### config.mk
export PLATFORM = sky130hd
export DESIGN_NAME = bus_wait_gen
export DESIGN_NICKNAME = d
export VERILOG_FILES = /design/src/rtl/bwg_pkg.sv /design/src/rtl/bwg_cycle_start.sv /design/src/rtl/bwg_fixed_wait.sv /design/src/rtl/bwg_auto_wait.sv /design/src/rtl/bus_wait_gen.sv
export SDC_FILE = /design/constraint.sdc
export NUM_CORES = 1
export LEC_CHECK = 0
export ABC_AREA = 1
export BUFFER_PORTS_ARGS = -buffer_cell sky130_fd_sc_hd__buf_4
export CAP_MARGIN = 0
export CORE_AREA = 2 2 39 41
export DETAILED_ROUTE_END_ITERATION = 10
export DIE_AREA = 0 0 41 43
export GPL_TIMING_DRIVEN = 0
export SYNTH_ARGS = -nofsm -noshare
export SYNTH_HDL_FRONTEND = slang
export SYNTH_HIERARCHICAL = 1
export SYNTH_SLANG_ARGS = --single-unit
### constraint.sdc
create_clock -name clk -period 0.8 [get_ports clk]
set_input_delay 0.12 -clock clk [delete_from_list [all_inputs] [get_ports clk]]
set_output_delay 0.12 -clock clk [all_outputs]
set_load 0.005 [all_outputs]
### src/rtl/bwg_pkg.sv
package bwg_pkg;

   // How a bus cycle start is derived from the sync pulse
   typedef enum logic {
      START_LEVEL = 1'b0,
      START_EDGE  = 1'b1
   } start_mode_e;

   // Combined per-source wait requests
   typedef struct packed {
      logic fixed_req;
      logic auto_req;
   } wait_src_t;

   function automatic logic any_wait(input wait_src_t s);
      return s.fixed_req | s.auto_req;
   endfunction

endpackage

### src/rtl/bwg_cycle_start.sv
module bwg_cycle_start
   import bwg_pkg::*;
#(
   parameter start_mode_e MODE = START_EDGE
) (
   input  logic clk,
   input  logic rst_n,
   input  logic sync_in,
   output logic start_o
);

   generate
      if (MODE == START_EDGE) begin : g_edge
         logic sync_q;
         always_ff @(posedge clk or negedge rst_n) begin
            if (!rst_n) sync_q <= 1'b0;
            else        sync_q <= sync_in;
         end
         assign start_o = sync_in & ~sync_q;
      end else begin : g_level
         assign start_o = sync_in;
      end
   endgenerate

endmodule

### src/rtl/bwg_fixed_wait.sv
module bwg_fixed_wait #(
   parameter int unsigned WAITS = 1,
   localparam int unsigned CNT_W = (WAITS > 1) ? $clog2(WAITS + 1) : 1
) (
   input  logic clk,
   input  logic rst_n,
   input  logic start_i,
   input  logic enable_i,
   input  logic mem_cycle_i,
   input  logic target_i,
   output logic wait_o
);

   logic qualify;
   assign qualify = start_i & enable_i & mem_cycle_i & target_i;

   generate
      if (WAITS == 1) begin : g_single
         logic pend_q;
         always_ff @(posedge clk or negedge rst_n) begin
            if (!rst_n) pend_q <= 1'b0;
            else        pend_q <= qualify;
         end
         assign wait_o = pend_q;
      end else begin : g_multi
         localparam logic [CNT_W-1:0] LOAD = CNT_W'(WAITS);
         logic [CNT_W-1:0] left_q;
         always_ff @(posedge clk or negedge rst_n) begin
            if (!rst_n)               left_q <= '0;
            else if (qualify)         left_q <= LOAD;
            else if (left_q != '0)    left_q <= left_q - 1'b1;
         end
         assign wait_o = (left_q != '0);
      end
   endgenerate

endmodule

### src/rtl/bwg_auto_wait.sv
module bwg_auto_wait #(
   parameter int unsigned SEL_W        = 2,
   parameter logic [SEL_W-1:0] DATA_SEL = '1
) (
   input  logic             clk,
   input  logic             rst_n,
   input  logic             start_i,
   input  logic             ctl_sel_i,
   input  logic [SEL_W-1:0] reg_sel_i,
   input  logic             cr1_wr_i,
   input  logic             cr1_d7_i,
   input  logic             drq_i,
   output logic             en_o,
   output logic             wait_o
);

   logic en_q;
   logic hold_q;
   logic data_access;

   assign data_access = start_i & ctl_sel_i & (reg_sel_i == DATA_SEL);

   // software enable, loaded on every control register 1 write
   always_ff @(posedge clk or negedge rst_n) begin
      if (!rst_n)        en_q <= 1'b0;
      else if (cr1_wr_i) en_q <= cr1_d7_i;
   end

   // wait latch: kept clear while disabled or while DRQ is active
   always_ff @(posedge clk or negedge rst_n) begin
      if (!rst_n)                                hold_q <= 1'b0;
      else if (!en_q || drq_i || (cr1_wr_i && !cr1_d7_i)) hold_q <= 1'b0;
      else if (data_access)                      hold_q <= 1'b1;
   end

   // DRQ releases ready without waiting for a clock edge
   assign wait_o = hold_q & ~drq_i;
   assign en_o   = en_q;

endmodule

### src/rtl/bus_wait_gen.sv
module bus_wait_gen
   import bwg_pkg::*;
#(
   parameter int unsigned SEL_W         = 2,
   parameter logic [SEL_W-1:0] DATA_SEL = '1,
   parameter int unsigned SINGLE_WAITS  = 1,
   parameter start_mode_e START_MODE    = START_EDGE
) (
   input  logic             clk,
   input  logic             rst_n,
   input  logic             strap_open,
   input  logic             bus_sync,
   input  logic             mem_cycle,
   input  logic             rom_sel,
   input  logic             ctl_sel,
   input  logic [SEL_W-1:0] reg_sel,
   input  logic             cr1_wr,
   input  logic             cr1_d7,
   input  logic             drq,
   output logic             rdy_low
);

   generate
      if (SEL_W < 1 || SEL_W > 8) begin : g_bad_sel
         $error("bus_wait_gen: SEL_W must be 1..8");
      end
      if (SINGLE_WAITS < 1 || SINGLE_WAITS > 15) begin : g_bad_waits
         $error("bus_wait_gen: SINGLE_WAITS must be 1..15");
      end
   endgenerate

   logic      cyc_start;
   logic      fixed_wait;
   logic      auto_wait;
   logic      auto_en;
   wait_src_t srcs;

   bwg_cycle_start #(.MODE(START_MODE)) u_start (
      .clk     (clk),
      .rst_n   (rst_n),
      .sync_in (bus_sync),
      .start_o (cyc_start)
   );

   bwg_fixed_wait #(.WAITS(SINGLE_WAITS)) u_fixed (
      .clk         (clk),
      .rst_n       (rst_n),
      .start_i     (cyc_start),
      .enable_i    (strap_open),
      .mem_cycle_i (mem_cycle),
      .target_i    (rom_sel | ctl_sel),
      .wait_o      (fixed_wait)
   );

   bwg_auto_wait #(.SEL_W(SEL_W), .DATA_SEL(DATA_SEL)) u_auto (
      .clk       (clk),
      .rst_n     (rst_n),
      .start_i   (cyc_start),
      .ctl_sel_i (ctl_sel),
      .reg_sel_i (reg_sel),
      .cr1_wr_i  (cr1_wr),
      .cr1_d7_i  (cr1_d7),
      .drq_i     (drq),
      .en_o      (auto_en),
      .wait_o    (auto_wait)
   );

   assign srcs.fixed_req = fixed_wait;
   assign srcs.auto_req  = auto_wait;
   assign rdy_low        = any_wait(srcs);

endmodule

# ---- Word-level counts from Yosys, hierarchy flattened
# Index checks and enable logic that the tools add are counted.
dict set report word_totals {
  ff_bits 4
  in_bits 12
  out_inout_bits 1
  word_cells 24
}
dict set report op_classes {
  eq_ne 1
  mux 2
  n_bitwise 11
  n_reduce_logical 6
}
# cell n
set op_table {}
lappend op_table {{1-bit bitwise AND} 7}
lappend op_table {{2-bit == test (second input constant)} 1}
lappend op_table {{1-bit zero test} 2}
lappend op_table {{1-bit logical OR} 2}
lappend op_table {{1-bit 2-to-1 mux} 2}
lappend op_table {{1-bit inverter} 2}
lappend op_table {{1-bit OR} 2}
lappend op_table {{2-bit nonzero test} 1}
lappend op_table {{1-bit logical AND} 1}

# ---- Longest topological paths before layout
dict set report logic_depth {
  depth_word 6
  mapped_depth 6
  depth_no_buf 6
}

# ---- Hierarchy
# The synthesis kept the hierarchy.
# mod instances cells_each area_per_inst_um2 seq_area_each_um2
set modules_own_cells {}
lappend modules_own_cells {bwg_auto_wait 1 15 103.8 50.0}
lappend modules_own_cells {bwg_fixed_wait 1 4 36.3 25.0}
lappend modules_own_cells {bwg_cycle_start 1 3 35.0 25.0}
lappend modules_own_cells {bus_wait_gen 1 6 22.5 0.0}

# ---- Worst setup path after synthesis
# OpenSTA, ideal clock, no wires.
dict set report synth_path {
  kind {reg-to-reg}
  start {reg u_start.g_edge.sync_q}
  end {reg u_auto.hold_q}
  setup_ns 0.071
  arrival_time_ns 0.685
  required_ns 0.729
  slack_ns 0.044
  path_stages_with_launch 6
  path_cell_list {dfrtp_1 > nor2_2 > nand2_1 > nor2_1 > nor2_1 > nor2_1}
}
dict set report synth_between {
  elab_chain_cells 5
}
# item line
set synth_lines {}
lappend synth_lines {{start, declared} bwg_cycle_start.sv:14} ;# logic sync_q;
lappend synth_lines {{start signal, assigned} bwg_cycle_start.sv:17} ;# else sync_q <= sync_in;
lappend synth_lines {{1-bit inverter} bwg_cycle_start.sv:19} ;# assign start_o = sync_in & ~sync_q;
lappend synth_lines {{1-bit bitwise AND} bwg_cycle_start.sv:19}
lappend synth_lines {{named net cyc_start} bus_wait_gen.sv:32} ;# logic cyc_start;
lappend synth_lines {{1-bit bitwise AND (2 in a row)} bwg_auto_wait.sv:21} ;# assign data_access = start_i & ctl_sel_i & (reg_sel_i == DATA_SEL);
lappend synth_lines {{2-bit nonzero test (no source line)} n/a}
lappend synth_lines {{end signal, assigned} bwg_auto_wait.sv:31} ;# if (!rst_n) hold_q <= 1'b0;
lappend synth_lines {{end signal, assigned} bwg_auto_wait.sv:32} ;# else if (!en_q || drq_i || (cr1_wr_i && !cr1_d7_i)) hold_q <= 1'b0;
lappend synth_lines {{end signal, assigned} bwg_auto_wait.sv:33} ;# else if (data_access) hold_q <= 1'b1;
lappend synth_lines {{end, declared} bwg_auto_wait.sv:18} ;# logic hold_q;
# The timed path passes the listed nets, and every way through them passes these cells.
# A chain may end at the register's enable or synchronous reset.

# ---- Worst setup path in the final report
dict set report layout_path {
  start {reg u_auto.hold_q}
  end {out rdy_low}
}
dict set report layout_between {
  elab_chain_cells 2
}
# item line
set layout_lines {}
lappend layout_lines {{1-bit bitwise AND} bwg_auto_wait.sv:37} ;# assign wait_o = hold_q & ~drq_i;
lappend layout_lines {{named net auto_wait} bus_wait_gen.sv:34} ;# logic auto_wait;
lappend layout_lines {{1-bit OR} bwg_pkg.sv:16} ;# return s.fixed_req | s.auto_req;
lappend layout_lines {{end, declared} bus_wait_gen.sv:20} ;# output logic rdy_low
# The timed path passes the listed nets, and every way through them passes these cells.

==> results by group <==
Setup path
  – Worst Setup End Kind: output pin
  – Worst Path Max Fanout: 2
  – CP Data Required Time: 0.68 ns
  – CP max-delay cell: dfrtp_1
  – Startpoint Class: register
  – Crit. Startpoint: u_auto/hold_q
  – Reg2Reg Launch Point: u_start/g_edge.sync_q
  – CP bufs+invs: 3
  – Kind of critical path: reg -> out
  – RR Endpoint: u_auto/hold_q
  – Most frequent CP cell: inv_1
  – Slowest stage delay, CP: 0.36 ns
  – Worst Reg-to-Reg Cells: 5
  – R2R Setup Slk: 0.01 ns
  – Crit path depth: 5
  – Critical path's top delay family: flip-flops
  – WP data arrival: ~0.9 ns
  – Critical path, cell by cell: inv_1, nor2_1, inv_1, nand2_1, buf_6
  – End of the critical path: rdy_low

STA
  – Slew HR: 0.8868
  – Setup Skew: 0.002913 ns
  – Worst hold slack: 0.1188 ns
  – Final setup margin: -0.1955 ns
  – Fin crit share: 1.244
  – Worst Max-Slew Pin Slew: 0.1680 ns
  – Setup TNS after final layout: -0.1955 ns
  – Fin. Hold Viols: 0
  – RSZ-0062 raised after global routing: true
  – Max Slew Vio Count: 0
  – Final Setup Violations: 1
  – Tmin final: between 0.9 and 1 ns
  – Max Freq: 1.005 GHz

Pwr
  – Power Dens Cells: 1504 nW/um^2
  – IR drop worst, VDD: 465.5 uV
  – LEAKAGE: between 0.15 and 0.2 nW

Synth
  – Commonest cells in the netlist: inv_1, nand2_1, nor2_1
  – Post-Syn Instances: 28
  – EDFF count, synth: 0
  – Post-synthesis sequential area ratio: 0.5063
  – Most used flip-flop cell after synthesis: dfrtp_1
  – Mapped Nets: 40
  – #FFs+latches synth: 4
  – Area leader, netlist: dfrtp_1
  – Syn avg cell area: 7.060 sq um
  – Count of different cell masters after synthesis: 7
  – Async SR Flop Fraction: 1.000
  – Count leader, synth: inv_1
  – Post-synth top area share: 0.5063
  – Yosys warns: 6
  – Synthesized cell area: 197.7 sq um
  – Synth top area cells: dfrtp_1, inv_1, nand2_1

Floorplanning
  – Boundary pin count: 13
  – Core area: 1384 sq um
  – Starting density of the core: 0.1429
  – Full die area: 1763 sq um
  – Row cnt: 14
  – Die H: 43 microns
  – Die Width: between 40 and 50 microns

Final layout
  – Fillers: 160
  – Synth-to-Final Area Change: 82.91%
  – Core Util, Final: 0.2613
  – ANT cells: 0
  – Layout cells sized above 1: 0.3913
  – Final net count: 60

Run
  – MaxCap Viol Count: 0

Detailed routing
  – DRC: 0
  – Routed WL per cell: 6.242 microns
  – Vias per inst: about 3.4
  – 1st-iter DRT viols: 1
  – Post-route ant nets: 0
  – Vias: 213
  – Drt pass-1 iters: 2
  – Post-Route WL: 387 microns

Clock tree
  – Reg clk slew, reported paths: 0.04 ns
  – Root buf cell: clkbuf_4
  – Num CTS Buffers: 3
  – Num Clock Sinks: 4
  – Htree depth: 1
  – Clock buffer depth: 2
  – Clock latency on the worst-skew pair: 0.23 ns
  – CTS tree: done

Run status
  – Violated checks: negative setup slack
  – Status: finished with violations

Global route
  – Vias in the first global route: 170
  – Largest net degree at the start of global routing: 5
  – Total global routing overflow: 0
  – Gr usage total: 0.06458
  – Initial antenna violation count: 0
  – Global-route wire length before repair: 627 microns

Placement
  – IO buf count: 12
  – Final GP Congestion: 0.5988
  – HPWL Detailed: 320.1 microns

Hold path
  – Worst hold stages: 3
  – Hold/Removal Path Class: in -> reg
-- report_power, final --
| part | leakage [nW] | switching [mW] | internal, mW |
|---|---|---|---|
| registers | 0.0515 | 0.00245 | 0.212 |
| clock network | 0.0138 | 0.0784 | 0.168 |
| logic | 0.132 | 0.0304 | 0.0532 |
| total | 0.197 | 0.111 | 0.433 |
-- stage by stage --
| stage | std cells | total power, mW | area (sq um) | worst slack (ns) |
|---|---|---|---|---|
| CTS | 61 | 0.5542 | 347.8 | -0.2057 |
| floorplan | 28 | 0.2393 | 197.7 | 0.04376 |
| global route | 62 | 0.5955 | 361.6 | -0.2801 |
| global placement | 56 | 0.2914 | 307.8 | -0.03659 |
| detailed placement | 56 | 0.2927 | 307.8 | -0.006564 |
| finish | 62 | 0.5439 | 361.6 | -0.1955 |
-- layout make-up --
class	count	area, sq um	share of cell area
Timing Repair Buffer	15	121.4	0.3356
Sequential cell	4	100.1	0.2768
Multi-Input combinational cell	16	67.56	0.1869
Inverter	8	30.03	0.08304
Clock buffer	3	22.52	0.06228
Tap cell	16	20.02	0.05536
-- cells in the final DEF, fill, tap and decap left out, drive strengths merged --
cell type / instances
clkbuf: 3
o21ai: 2
dlygate4sd3: 2
nor2: 7
inv: 8
nand2: 7
buf: 13
dfrtp: 4
-- routing by layer --
| metal | vias to the layer above | share of wire | GRT usage |
|---|---|---|---|
| li1 | 115 | - | - |
| met1 | 86 | 0.51 | 0.07190 |
| met2 | 12 | 0.34 | 0.05625 |
| met3 | 0 | 0.14 | 0.07853 |
| met4 | 0 | 0 | 0.06000 |
| met5 | - | 0 | 0 |
-- how the worst min path moves through the flow --
stage / start / end / slack (ns)
floorplan: rst_n / u_auto/en_o / -0.18
global placement: rst_n / u_auto/en_o / -0.08
detailed placement: rst_n / u_auto/en_o / -0.08
CTS: bus_sync / u_start/g_edge.sync_q / 0.0001
global route: cr1_wr / u_auto/en_o / 0.10
finish: strap_open / u_fixed/wait_o / 0.12
-- state kept, by name (all words and copies together) (netlist names) --
name and flops:
u_start/g_edge.sync_q 1, u_auto/en_o 1, u_fixed/wait_o 1, u_auto/hold_q 1
-- worst min-delay path, stage by stage --
cell,delay (ns)
buf_4,0.11
nand2_1,0.05
nor2_1,0.04
-- logic make-up after synthesis --
family | after synthesis | synth area share
AO/OA/AOI/OAI | 2 | 0.05058
AND/OR/NAND/NOR | 14 | 0.2912
flip-flops | 4 | 0.5063
buffers and inverters | 8 | 0.1519
-- repair_timing --
action / in CTS / in global routing
buffers inserted: 1 / 0
pin swaps: 1 / 0
hold endpoints to repair: 4 / 1
hold buffers: 1 / 1
gates cloned: 0 / 0
endpoints found under the setup margin: 2 / 2
resized for setup: 0 / 1
No activity file was read; power rests on OpenSTA's default activity.
